[src/rtl/pl_pkg.sv]
// Package: shared widths and control field positions for the pulse launcher.
// Assumes one 8-bit write word and a 10-bit readback word.
package pl_pkg;
    localparam int DLY_W    = 4;
    localparam int WR_W     = 8;
    localparam int RD_W     = 10;
    localparam int B_IMM    = 4;
    localparam int B_ARM    = 5;
    localparam int B_SPARE  = 6;
    localparam int B_MODE   = 7;
    localparam int B_PIMM   = 8;
    localparam int B_PARM   = 9;
endpackage

[src/rtl/pl_ctrl_regs.sv]
// Control register bank: stores the host fields and tracks both pending
// flags. Assumes fire is the same-edge firing strobe from the delay chain;
// a clear on fire wins over a request set on that edge.
module pl_ctrl_regs
    import pl_pkg::*;
#(
    parameter int DW = DLY_W
) (
    input  logic             clk,
    input  logic             rst_n,
    input  logic             wr_en,
    input  logic [WR_W-1:0]  wr_data,
    input  logic             fire,
    output logic [DW-1:0]    delay_q,
    output logic             mode_q,
    output logic             imm_pend,
    output logic             arm_pend,
    output logic [RD_W-1:0]  rd_data
);
    logic imm_bit_q, arm_bit_q, spare_q;
    logic req_imm, req_arm;

    assign req_imm = wr_en && wr_data[B_IMM];
    assign req_arm = wr_en && wr_data[B_ARM];

    // Purpose: capture host-written fields on each write.
    always_ff @(posedge clk) begin
        if (!rst_n) begin
            delay_q   <= '0;
            imm_bit_q <= 1'b0;
            arm_bit_q <= 1'b0;
            spare_q   <= 1'b0;
            mode_q    <= 1'b0;
        end else if (wr_en) begin
            delay_q   <= wr_data[DW-1:0];
            imm_bit_q <= wr_data[B_IMM];
            arm_bit_q <= wr_data[B_ARM];
            spare_q   <= wr_data[B_SPARE];
            mode_q    <= wr_data[B_MODE];
        end
    end

    // Purpose: set pending flags on requests, clear both when the pulse fires.
    always_ff @(posedge clk) begin
        if (!rst_n) begin
            imm_pend <= 1'b0;
            arm_pend <= 1'b0;
        end else if (fire) begin
            imm_pend <= 1'b0;
            arm_pend <= 1'b0;
        end else begin
            imm_pend <= imm_pend | req_imm;
            arm_pend <= arm_pend | req_arm;
        end
    end

    // Purpose: assemble the readback word.
    always_comb begin
        rd_data          = '0;
        rd_data[DW-1:0]  = delay_q;
        rd_data[B_IMM]   = imm_bit_q;
        rd_data[B_ARM]   = arm_bit_q;
        rd_data[B_SPARE] = spare_q;
        rd_data[B_MODE]  = mode_q;
        rd_data[B_PIMM]  = imm_pend;
        rd_data[B_PARM]  = arm_pend;
    end
endmodule

[src/rtl/pl_launch_sel.sv]
// Launch selector: merges the immediate request and the external start,
// gated by the mode and the armed flag. Also picks the delay in force.
// Assumes ext_start is already a one-cycle synchronous event.
module pl_launch_sel
    import pl_pkg::*;
#(
    parameter int DW = DLY_W
) (
    input  logic          wr_en,
    input  logic          wr_imm,
    input  logic [DW-1:0] wr_delay,
    input  logic          ext_start,
    input  logic          mode_q,
    input  logic          arm_pend,
    input  logic [DW-1:0] delay_q,
    output logic          launch,
    output logic [DW-1:0] launch_delay
);
    logic ext_ok;

    // Purpose: qualify the external start and merge both launch sources.
    always_comb begin
        ext_ok       = ext_start && (!mode_q || arm_pend);
        launch       = (wr_en && wr_imm) || ext_ok;
        launch_delay = wr_en ? wr_delay : delay_q;
    end
endmodule

[src/rtl/pl_delay_chain.sv]
// Delay chain: accepts a launch when idle, counts down the delay and
// registers a one-tick pulse. Assumes launches during a countdown or
// during the pulse tick are to be dropped.
module pl_delay_chain
    import pl_pkg::*;
#(
    parameter int DW = DLY_W
) (
    input  logic          clk,
    input  logic          rst_n,
    input  logic          launch,
    input  logic [DW-1:0] launch_delay,
    output logic          busy,
    output logic          pulse_q,
    output logic          fire
);
    logic [DW-1:0] cnt_q;
    logic          accept;

    // Purpose: decide acceptance and the firing edge.
    always_comb begin
        accept = launch && !busy && !pulse_q;
        fire   = (busy && (cnt_q == '0)) || (accept && (launch_delay == '0));
    end

    // Purpose: run the countdown and register the pulse.
    always_ff @(posedge clk) begin
        if (!rst_n) begin
            busy    <= 1'b0;
            cnt_q   <= '0;
            pulse_q <= 1'b0;
        end else begin
            pulse_q <= fire;
            if (busy) begin
                if (cnt_q == '0) busy  <= 1'b0;
                else             cnt_q <= cnt_q - 1'b1;
            end else if (accept && (launch_delay != '0)) begin
                busy  <= 1'b1;
                cnt_q <= launch_delay - 1'b1;
            end
        end
    end
endmodule

[src/rtl/pulse_launcher.sv]
// Top: one delayed single-tick pulse channel with an immediate path and an
// armed single-shot path, plus the test-mode output select.
// Assumes all inputs are synchronous to clk.
module pulse_launcher
    import pl_pkg::*;
#(
    parameter int DW = DLY_W
) (
    input  logic            clk,
    input  logic            rst_n,
    input  logic            ctl_wr,
    input  logic [WR_W-1:0] ctl_wdata,
    output logic [RD_W-1:0] ctl_rdata,
    input  logic            ext_start,
    input  logic            test_mode,
    input  logic            test_level,
    output logic            pulse_out
);
    logic [DW-1:0] delay_q, launch_delay;
    logic          mode_q, imm_pend, arm_pend;
    logic          launch, busy, pulse_q, fire;

    pl_ctrl_regs #(.DW(DW)) u_regs (
        .clk(clk), .rst_n(rst_n), .wr_en(ctl_wr), .wr_data(ctl_wdata),
        .fire(fire), .delay_q(delay_q), .mode_q(mode_q),
        .imm_pend(imm_pend), .arm_pend(arm_pend), .rd_data(ctl_rdata)
    );

    pl_launch_sel #(.DW(DW)) u_sel (
        .wr_en(ctl_wr), .wr_imm(ctl_wdata[B_IMM]), .wr_delay(ctl_wdata[DW-1:0]),
        .ext_start(ext_start), .mode_q(mode_q), .arm_pend(arm_pend),
        .delay_q(delay_q), .launch(launch), .launch_delay(launch_delay)
    );

    pl_delay_chain #(.DW(DW)) u_chain (
        .clk(clk), .rst_n(rst_n), .launch(launch), .launch_delay(launch_delay),
        .busy(busy), .pulse_q(pulse_q), .fire(fire)
    );

    // Purpose: hand the output to the test pattern in test mode.
    always_comb pulse_out = test_mode ? test_level : pulse_q;
endmodule

[config.mk]
export PLATFORM = sky130hd
export DESIGN_NAME = pulse_launcher
export DESIGN_NICKNAME = d
export VERILOG_FILES = /design/src/rtl/pl_pkg.sv /design/src/rtl/pl_ctrl_regs.sv /design/src/rtl/pl_launch_sel.sv /design/src/rtl/pl_delay_chain.sv /design/src/rtl/pulse_launcher.sv
export SDC_FILE = /design/constraint.sdc
export NUM_CORES = 1
export LEC_CHECK = 0
export BUFFER_PORTS_ARGS = -buffer_cell sky130_fd_sc_hd__buf_2
export CAP_MARGIN = 15
export CORE_ASPECT_RATIO = 1.25
export CORE_UTILIZATION = 50
export DETAILED_ROUTE_END_ITERATION = 6
export GPL_TIMING_DRIVEN = 1
export PLACE_DENSITY_LB_ADDON = 0.2
export SYNTH_ARGS = -nofsm -noshare
export SYNTH_HDL_FRONTEND = slang
export SYNTH_HIERARCHICAL = 1
export SYNTH_SLANG_ARGS = --single-unit
[constraint.sdc]
create_clock -name clk -period 4.1 [get_ports clk]
set_input_delay 0.205 -clock clk [delete_from_list [all_inputs] [get_ports clk]]
set_output_delay 0.205 -clock clk [all_outputs]
set_load 0.01 [all_outputs]
==> Yosys cells after proc, flatten, opt, wreduce, memory -nomap -nowiden <==
Index checks and enable logic that the tools add are counted.
{ "word_totals": {"mem_bits_rw": 0, "rom_bits": 0, "latch_bits": 0, "mem_count": 0, "input_bits": 14, "register_bits": 16, "wordCells": 44, "output_inout_bits": 11} }
{ "classes": {"multipliers": 0, "n_bitwise": 3, "shifts": 0, "addsub": 2, "mux": 8, "n_reduce_logical": 20, "magnitude_cmp": 0, "div_mod_pow": 0, "n_eq_ne": 1} }
{ "op_table": {"columns": ["operator", "count"], "rows": [
  ["$mux W4", 4],
  ["$logic_and A1 B1 Y1", 8],
  ["$logic_not A4 Y1", 2],
  ["$sub A4 B1 Y4 const B", 2],
  ["$mux W1", 4],
  ["$reduce_bool A4 Y1", 1],
  ["$logic_not A1 Y1", 3],
  ["$logic_or A1 B1 Y1", 3],
  ["$ne A2 B2 Y1 const B", 1],
  ["$or A1 B1 Y1", 2],
  ["$reduce_and A2 Y1", 1],
  ["$reduce_bool A2 Y1", 1],
  ["$reduce_or A2 Y1", 1],
  ["$not A1 Y1", 1]
]} }

==> Longest topological paths before layout <==
Gate-level depths: netlist of the first run.
{ "depth": {"depth_word": 9, "depth_mapped": 7, "mapped_depth_nobuf": 7} }

==> Hierarchy <==
Netlist of the first run, hierarchy kept.
{ "by_module_without_submodules": {"columns": ["mod", "n_inst", "cells_each", "seq_area_each_um2", "area_each_um2"], "rows": [
  ["pl_ctrl_regs", 1, 42, 200.2, 440.4],
  ["pl_delay_chain", 1, 37, 120.1, 385.4],
  ["pl_launch_sel", 1, 6, 0.0, 61.3],
  ["pulse_launcher", 1, 1, 0.0, 15.0]
]} }

==> Least setup slack after synthesis of the first run <==
No wires, ideal clock.
{ "synth_path": {"path_type": "register to register", "startpoint": "reg u_regs.delay_q[0]", "endpoint": "reg u_chain.cnt_q[2]", "t_arrival_ps": 1565, "synth_period_minus_slack_ps": 1685, "path_stages_with_launch": 7, "setup_ps": 120, "n_path_buf": 0, "required_time_ps": 3980, "path_slack_ps": 2415, "cell_sequence": "dfxtp_1 -> mux2_2 -> mux2i_1 -> ha_1 -> mux2i_1 -> a21boi_2 -> o31a_1"} }
{ "synth_between": {"elab_chain_cells": 5, "word_cells_on_any_way": 8, "classes_between": "add/sub: 1; mux: 3; reduce/logical: 4"} }
{ "synth_lines": {"columns": ["element", "line", "source"], "rows": [
  ["from (decl)", "pl_ctrl_regs.sv:14", "output logic [DW-1:0] delay_q,"],
  ["from (signal assigned)", "pl_ctrl_regs.sv:35", "delay_q <= wr_data[DW-1:0];"],
  ["$mux W4 *", "pl_launch_sel.sv:25", "launch_delay = wr_en ? wr_delay : delay_q;"],
  ["via launch_delay[0]", "pulse_launcher.sv:19", "logic [DW-1:0] delay_q, launch_delay;"],
  ["branches (longest 4 deep; another with $sub A4 B1 Y4)", null, null],
  ["to (signal assigned)", "pl_delay_chain.sv:36", "else cnt_q <= cnt_q - 1'b1;"],
  ["to (signal assigned)", "pl_delay_chain.sv:39", "cnt_q <= launch_delay - 1'b1;"],
  ["to (decl)", "pl_delay_chain.sv:17", "logic [DW-1:0] cnt_q;"]
]} }
Mark *: on every way through the listed nets, which the timed path passes. The select of a mux whose other input is x is not followed.
A chain may end at the register's enable or synchronous reset.

==> Worst setup path in the final report of the first run <==
{ "layout_path": {"startpoint": "reg u_chain.busy", "endpoint": "reg u_chain.cnt_q[2]"} }
{ "layout_between": {"elab_chain_cells": 6, "word_cells_on_any_way": 8, "classes_between": "eq/ne: 1; mux: 1; reduce/logical: 6"} }
{ "layout_lines": {"columns": ["element", "line", "source"], "rows": [
  ["from (decl)", "pl_delay_chain.sv:13", "output logic busy,"],
  ["from (signal assigned)", "pl_delay_chain.sv:29", "busy <= 1'b0;"],
  ["from (signal assigned)", "pl_delay_chain.sv:35", "if (cnt_q == '0) busy <= 1'b0;"],
  ["from (signal assigned)", "pl_delay_chain.sv:38", "busy <= 1'b1;"],
  ["$logic_not A1 Y1", "pl_delay_chain.sv:22", "accept = launch && !busy && !pulse_q;"],
  ["$logic_and A1 B1 Y1 (2 in a row)", "pl_delay_chain.sv:22", null],
  ["$logic_and A1 B1 Y1", "pl_delay_chain.sv:37", "end else if (accept && (launch_delay != '0)) begin"],
  ["$reduce_bool A2 Y1 (no line)", null, null],
  ["$reduce_and A2 Y1 (no line)", null, null]
]} }
Parallel ways exist; a longest one is shown, timed or not.

==> metrics, run 1 <==
outcome=finished, final reports clean; Core ar.=0.00162 mm²; drt total wl=1530 µm; leftover overflow at the end of global routing=0; final count of hold timing violations=0; most common cell in the synthesized netlist=dfxtp_1; Post-Synthesis Cells=86; length of routed wiring on met1=723 µm; post-CTS setup buffer count=0; Static Leakage=0.000454 µW; routability cong.=0.779; starting density of the core=55.6%; port bufs=24; via count of the first global-routing pass=559; Critical Path Source Type=register; number of setup violations in the final report=0; post-synthesis sequential element count=16; async set or reset register ratio after synthesis=0%; number of antenna violations at the first check in global routing=0; via count of the routed design=648; die span in x=40.0 µm; die span in y=49.5 µm; destination of the worst hold path=u_regs/arm_pend; slew at the pin with the worst max-slew slack=0.387 ns; wire per inst=12.7 µm; P&R area growth vs syn=9.02%; clk slew on worst S/H paths=0.10 ns; Worst Setup Path Type=reg -> reg; setup repair after global routing missed its margin=false; router iterations before antenna repair=4; total global routing track utilization=16.8%; max-cap viol count=0; Hold Path Cell Cnt=3; slack of the worst reg-to-reg path=2.20 ns; amount of wire on met2 after detailed routing=707 µm; post-route setup TNS=0 ns; CP max FO=10; DR top layer=met4; RR Startpoint=u_chain/busy; Post-Synthesis Mean Instance Area=10.5 µm²; Post-CTS Hold Fix Bufs=0; Sinks on Clock Net=16; Clock Skews=0.00342 ns; headroom to the max-slew limit=74.1%; fraction of layout instances using a drive strength above 1=38.2%; 1st-iter DRT viols=20; Post-synth EDFFs=0; depth of the most critical reg-to-reg path=5; overall die area=0.00198 mm²; top post-synthesis cells by area=dfxtp_1 36%, mux2i_1 13%, buf_4 8.3%; Tcrit/Tclk final=46.3%; final-report max-slew violation count=0; Worst Path Arrival=2.09 ns; buffers from clock root to sink, at most=2; DP Wirelength=1090 µm; CTS tree=yes; WP data required=4.29 ns; maximum resistive drop on vdd=0.000206 V; antenna-violating nets left=0; ranking of synthesized cells by instance count=16 x dfxtp_1, 12 x mux2i_1, 10 x buf_4; final-layout worst hold slack=0.164 ns; synthesized net count=101; end of the worst register-to-register path=u_chain/cnt_q[2]; DRC=0; Netlist Area Pre-Place=902 µm²; number of rows in the core area=16; total number of H-tree levels=1; antenna diode instance count=0; Nets=118; cell area power density=419 mW/mm²; Root Driver=clkbuf_4; timing-limited maximum frequency=0.527 GHz; share of the yosys chip area belonging to registers=35.5%; synth warn=6; portion of synthesized cell area occupied by the leading cell type=35.5%; Synth Flop Type=dfxtp_1; largest net degree at the start of global routing=16; launch instance of the worst min-delay path=ctl_wdata[5]; met3 layer wire length in the routed design=84 µm; nature of the critical path endpoint=register; number of filler instances in the final layout=139; insertion delay of the later-clocked pin in the worst-skew pair=0.29 ns; Top-Level Pins=25; distinct cell type count after synthesis=30; library cell with the largest summed area after synthesis=dfxtp_1; global-route wire length before repair=2340 µm; routed vias/inst=5.40; CTS Buf Count=3; path class of the lowest-slack min-delay path=in -> reg; Min Clock Period, post-route=1.90 ns; Post-CTS Resized=0
[cells in the final DEF, fill, tap and decap left out, types with 2 or more instances in the layout]
cell type and count:
a21oi_1 2, nor2b_1 9, dfxtp_1 16, mux2i_1 12, nand2b_1 3, nand2_1 4
nor2_1 3, buf_2 24, and2_1 2, mux2_2 4, clkbuf_4 3
[state kept, by name, indices dropped and copies added, names as in the netlist]
register,flops
u_chain/busy,1
u_regs/arm_bit_q,1
u_chain/pulse_q,1
u_regs/imm_pend,1
u_chain/cnt_q,4
u_regs/arm_pend,1
u_regs/spare_q,1
u_regs/mode_q,1
u_regs/delay_q,4
u_regs/imm_bit_q,1
[how the worst max path moves through the flow]
stage	slack (ns)	start	endpoint	depth (start not counted)
global route	2.08	u_chain/busy	u_chain/cnt_q[2]	5
detailed placement	1.93	ctl_wr	u_chain/cnt_q[2]	7
floorplan	2.42	u_regs/delay_q[0]	u_chain/cnt_q[2]	6
CTS	2.22	u_chain/busy	u_chain/cnt_q[2]	5
global placement	2.03	ctl_wr	u_chain/cnt_q[2]	7
finish	2.20	u_chain/busy	u_chain/cnt_q[2]	5
[power by group]
part / switching [µW] / total (µW) / internal, µW
Sequential: 20.8 / 194 / 173
Clock: 53.5 / 108 / 54.1
Combinational: 52.3 / 110 / 58.1
[through the flow]
stage	instances	utilization, %	worst slack, ns	power (µW)	area (µm²)
5_1_grt	120	60.6	2.08	434	983
3_3_place_gp	116	58.4	2.03	305	947
4_1_cts	120	60.6	2.22	415	983
2_1_floorplan	86	-	2.42	290	902
3_5_place_dp	116	58.4	1.93	308	947
6_report	120	60.6	2.20	412	983
[routing by layer]
metal | global-route usage (%) | vias up
met5 | 0 | -
met4 | 8.62 | 0
met3 | 2.70 | 2
met2 | 25.5 | 25
met1 | 21.9 | 292
li1 | - | 329
[critical path, stage by stage, from the launching register on]
cell and delay, ns:
dfxtp_1 0.57, mux2i_1 0.35, ha_1 0.26, mux2i_1 0.26, a21boi_2 0.08, o31a_1 0.29
[layout make-up]
type	count	area, µm²	area share, %
Clock buffer	4	36.3	3.69
Multi-Input combinational cell	58	484	49.2
Sequential cell	16	320	32.6
Tap cell	18	22.5	2.29
Timing Repair Buffer	24	120	12.2
[logic make-up (layout without fill, tap and decap cells)]
family,Yosys count,count (layout),share of synthesized area [%]
flip-flops,16,16,35.5
AND/OR/NAND/NOR,29,29,20.9
adder cells (fa/ha/maj),1,1,1.39
buffers and inverters,12,28,10.8
multiplexers,17,17,20.0
AO/OA/AOI/OAI,11,11,11.4
Power figures use the tool's default switching activity.
==> inputs of run 2 (changes only) <==
==> constraint.sdc (replaced) <==
create_clock -name clk -period 1.8 [get_ports clk]
set_input_delay 0.09 -clock clk [delete_from_list [all_inputs] [get_ports clk]]
set_output_delay 0.09 -clock clk [all_outputs]
set_load 0.01 [all_outputs]
==> run 2 against run 1 <==
  * Register-to-register slack worse by 2.1 ns
  * Hold slack worse by 0.10 ns
  * Sequential share of layout area down 2.5 points
  * Global-route usage up 2.0 points
  * Clock power up 120%
  * Sequential power up 130%
  * Non-clock buffer count up 6
  * Worst setup slack worse by 2.1 ns
  * Cell count up 5.0%
  * Count of clock-buffer cells in the layout unchanged
==> metrics, run 2 (synthesis gave the netlist of run 1 again) <==
outcome=finished, final reports clean; max-cap viol count=0; insertion delay of the later-clocked pin in the worst-skew pair=0.28 ns; total number of H-tree levels=1; number of antenna violations at the first check in global routing=0; cell area power density=936 mW/mm²; Worst Setup Path Type=reg -> reg; path class of the lowest-slack min-delay path=in -> reg; relative contribution of sequential cells to total power=44.8%; DP Wirelength=1240 µm; Int Power=698 µW; number of setup violations in the final report=0; Final Instance Count excl. Fillers=126; die span in x=40.0 µm; dpl cells=121; routability cong.=0.833; CTS Buf Count=3; routed vias/inst=5.34; CP max FO=3; final count of hold timing violations=0; slew at the pin with the worst max-slew slack=0.372 ns; Tcrit/Tclk final=94.8%; clk slew on worst S/H paths=0.10 ns; P&R area growth vs syn=18.7%; buffers from clock root to sink, at most=2; WP data required=1.99 ns; Root Driver=clkbuf_4; registers with the highest flip-flop counts=u_chain/cnt_q (4), u_regs/delay_q (4); Worst Path Arrival=1.89 ns; router iterations before antenna repair=4; Critical Path Source Type=register; combinational fraction of design power=31.7%; slack of the worst reg-to-reg path=0.09 ns; die span in y=49.5 µm; fraction of power spent switching nets=30.3%; global-route wire length before repair=2590 µm; switching power of the nets=304 µW; overall die area=0.00198 mm²; drt total wl=1660 µm; setup repair after global routing missed its margin=false; antenna-violating nets left=0; via count of the first global-routing pass=640; Min Clock Period, post-route=1.71 ns; timing-limited maximum frequency=0.586 GHz; antenna diode instance count=0; Static Leakage=0.000490 µW; nature of the critical path endpoint=register; total global routing track utilization=18.8%; most common cell after layout, fill and taps aside=buf_2; final-report max-slew violation count=0; commonest cells after routing, fill and taps aside=24 x buf_2, 15 x dfxtp_1, 10 x mux2i_1; leftover overflow at the end of global routing=0; headroom to the max-slew limit=74.9%; port bufs=24; Core ar.=0.00162 mm²; maximum resistive drop on vdd=0.000519 V; power consumption=1000 µW; Clock Skews=0.00606 ns; Sinks on Clock Net=16; Clock power frac=23.5%; starting density of the core=55.6%; number of rows in the core area=16; Crit path largest cell delay=0.34 ns; critical path cell sequence=mux2_2, mux2i_4, ha_4, mux2i_1, a21boi_2, o31a_1; CP max-delay cell=dfxtp_1; fraction of layout instances using a drive strength above 1=45.4%; 1st-iter DRT viols=20; wire per inst=13.2 µm; via count of the routed design=673; DRC=0; Nets=124; CTS tree=yes; largest net degree at the start of global routing=16; Top-Level Pins=25
[run 2: layer usage]
metal / vias up / track usage (%) / routed length [µm]
met5: - / 0 / 0
met3: 2 / 2.70 / 78
met4: 0 / 10.3 / 14
met2: 21 / 30.1 / 835
met1: 306 / 22.9 / 729
li1: 344 / - / -
[run 2: timing repair]
| action | CTS | global route |
|---|---|---|
| setup endpoints to repair | 0 | 1 |
| buffers inserted | 0 | 1 |
| resized for setup | 0 | 8 |
| hold buffers | 0 | 0 |
[run 2: cell type report]
cell class                      count  area, µm²
Tap cell                           18       22.5
Sequential cell                    16        322
Multi-Input combinational cell     58        526
Timing Repair Buffer               30        165
Fill cell                         135        551
Clock buffer                        4       36.3
[run 2: critical path: cells and delay by family (launching register included)]
kind / cells / cell delay, ns
compound gates: 2 / 0.35
fa+ha+maj: 1 / 0.18
flops: 1 / 0.34
mux: 3 / 0.73
[run 2: stage by stage]
stage | setup TNS (ns) | setup WS (ns) | hold slack [ns] | instance area, µm² | util, %
finish | 0 | 0.0934 | 0.0615 | 1070 | 66.0
global route | 0 | 0.0217 | 0.0623 | 1070 | 66.0
detailed placement | -0.00161 | -0.00161 | 0.351 | 985 | 60.7
global placement | 0 | 0.0666 | 0.344 | 985 | 60.7
CTS | 0 | 0.00792 | 0.0514 | 1020 | 63.0
floorplan | 0 | 0.115 | 0.212 | 902 | -
[run 2: power groups by stage]
| stage | Sequential, µW | Combinational [µW] | Clock, µW |
|---|---|---|---|
| 6_report | 449 | 318 | 236 |
| 5_1_grt | 457 | 346 | 263 |
| 4_1_cts | 439 | 285 | 246 |
| 3_5_place_dp | 447 | 282 | 0 |
| 3_3_place_gp | 446 | 277 | 0 |
| 2_1_floorplan | 430 | 229 | 0 |
[run 2: final timing paths]
path                                         from          endpoint  depth (start not counted)
worst max-delay path            u_regs/delay_q[1]  u_chain/cnt_q[2]                          6
worst min-delay path                 ctl_wdata[5]   u_regs/arm_pend                          3
worst max register to register  u_regs/delay_q[1]  u_chain/cnt_q[2]                          6
worst min register to register    u_regs/imm_pend   u_regs/imm_pend                          2
==> inputs of run 3 (changes only) <==
--- a/config.mk
+++ b/config.mk
@@ -5,7 +5,7 @@
 export SDC_FILE = /design/constraint.sdc
 export NUM_CORES = 1
 export LEC_CHECK = 0
-export BUFFER_PORTS_ARGS = -buffer_cell sky130_fd_sc_hd__buf_2
+export BUFFER_PORTS_ARGS = -buffer_cell sky130_fd_sc_hd__clkbuf_2
 export CAP_MARGIN = 15
 export CORE_ASPECT_RATIO = 1.25
 export CORE_UTILIZATION = 50
==> run 3 against run 2 <==
  * Sequential share of layout area up 0.13 points
  * Wire length fell by 1.9%
  * Cell count increased by 0.79%
  * Core utilization is 0.54 points lower
==> metrics, run 3 (synthesis gave the netlist of run 1 again) <==
outcome=finished, final reports clean; CP max FO=3; WP data required=1.99 ns; fraction of power spent switching nets=30.3%; launching instance or port of the critical path=u_regs/delay_q[0]; Static Leakage=0.000493 µW; number of antenna violations at the first check in global routing=0; leftover overflow at the end of global routing=0; router iterations before antenna repair=4; via count of the first global-routing pass=573; final count of hold timing violations=0; combinational fraction of design power=30.9%; 1st-iter DRT viols=9; Worst Setup Path Type=reg -> reg; gate family responsible for the most delay along the worst path=multiplexers; Core ar.=0.00162 mm²; Top-Level Pins=25; number of filler instances in the final layout=135; RR Startpoint=u_regs/delay_q[0]; wire per inst=12.8 µm; cell area power density=930 mW/mm²; die span in y=49.5 µm; routed vias/inst=5.38; DP Wirelength=1160 µm; clk slew on worst S/H paths=0.09 ns; CTS tree=yes; switching power of the nets=299 µW; Sinks on Clock Net=16; Crit path largest cell delay=0.33 ns; nature of the critical path endpoint=register; total number of H-tree levels=1; path class of the lowest-slack min-delay path=in -> reg; DRC=0; final core area utilization=65.5%; Clock Skews=0.000484 ns; CP max-delay cell=dfxtp_1; final-layout worst hold slack=0.0590 ns; max-cap viol count=0; Int Power=689 µW; P&R area growth vs syn=17.8%; largest net degree at the start of global routing=16; Nets=125; number of buffer and inverter instances along the worst setup path=0; total global routing track utilization=17.8%; insertion delay of the later-clocked pin in the worst-skew pair=0.29 ns; Root Driver=clkbuf_4; Min Clock Period, post-route=1.76 ns; antenna-violating nets left=0; final-report max-slew violation count=0; timing-limited maximum frequency=0.568 GHz; starting density of the core=55.6%; overall die area=0.00198 mm²; port bufs=24; Critical Path Source Type=register; critical path cell sequence=mux2_4, mux2i_2, ha_2, mux2i_1, a21boi_2, o31a_1; drt total wl=1630 µm; Worst Path Arrival=1.95 ns; via count of the routed design=683; launch instance of the worst min-delay path=ctl_wdata[7]; routability cong.=0.813; most common cell after layout, fill and taps aside=clkbuf_2; registers with the highest flip-flop counts=u_chain/cnt_q (4), u_regs/delay_q (4); post-placement cell area=992 µm²; final instance area=0.00106 mm²; Clock power frac=24.1%; global-route wire length before repair=2470 µm; die span in x=40.0 µm; antenna diode instance count=0; headroom to the max-slew limit=73.9%; commonest cells after routing, fill and taps aside=24 x clkbuf_2, 16 x dfxtp_1, 10 x mux2i_1; CTS Buf Count=3; number of rows in the core area=16; number of setup violations in the final report=0; slew at the pin with the worst max-slew slack=0.387 ns; buffers from clock root to sink, at most=2; fraction of layout instances using a drive strength above 1=45.0%; maximum resistive drop on vdd=0.000605 V; relative contribution of sequential cells to total power=45.0%; Tcrit/Tclk final=97.8%
-- run 3: timing repair --
item                                    4_1_cts  5_1_grt
setup buffers                                 0        1
endpoints found under the setup margin        0        1
hold buffers                                  0        0
resized for setup                             0        6
-- run 3: power by group through the flow --
stage               clock network [µW]  registers, µW  logic, µW
finish                             238            444        306
global route                       262            454        331
CTS                                245            437        285
detailed placement                   0            445        282
global placement                     0            446        278
floorplan                            0            430        229
-- run 3: final cells by class --
| class | instances | area (µm²) | area share [%] |
|---|---|---|---|
| Clock buffer | 4 | 36.3 | 3.42 |
| Multi-Input combinational cell | 58 | 510 | 48.1 |
| Sequential cell | 16 | 320 | 30.2 |
| Tap cell | 18 | 22.5 | 2.12 |
| Timing Repair Buffer | 31 | 173 | 16.3 |
-- run 3: per-stage QoR --
stage | setup TNS (ns) | power (µW) | worst slack (ns) | cells
global placement | 0 | 724 | 0.0894 | 122
finish | 0 | 988 | 0.0399 | 127
detailed placement | -0.00146 | 728 | -0.00146 | 122
global route | -0.0164 | 1050 | -0.0164 | 127
floorplan | 0 | 660 | 0.115 | 86
CTS | 0 | 967 | 0.0244 | 126
-- run 3: path summary, 6_finish.rpt --
check / to / slack [ns] / cells after the start
min: u_regs/mode_q / 0.06 / 3
max: u_chain/cnt_q[2] / 0.04 / 6
min reg2reg: u_regs/imm_pend / 0.48 / 2
max reg2reg: u_chain/cnt_q[2] / 0.04 / 6
-- run 3: per-layer routing --
layer | vias to the layer above | routed length [µm] | global-route usage, % | share of wire (%)
met5 | - | 0 | 0 | 0
met4 | 0 | 29 | 10.3 | 1.8
met3 | 4 | 83 | 2.70 | 5.1
met2 | 23 | 760 | 26.9 | 47
met1 | 313 | 752 | 22.7 | 46
li1 | 343 | - | - | -
-- run 3: tightest hold or removal path, cell delays in order --
cell and delay (ns):
clkbuf_2 0.08, mux2i_1 0.06, nor2b_1 0.09
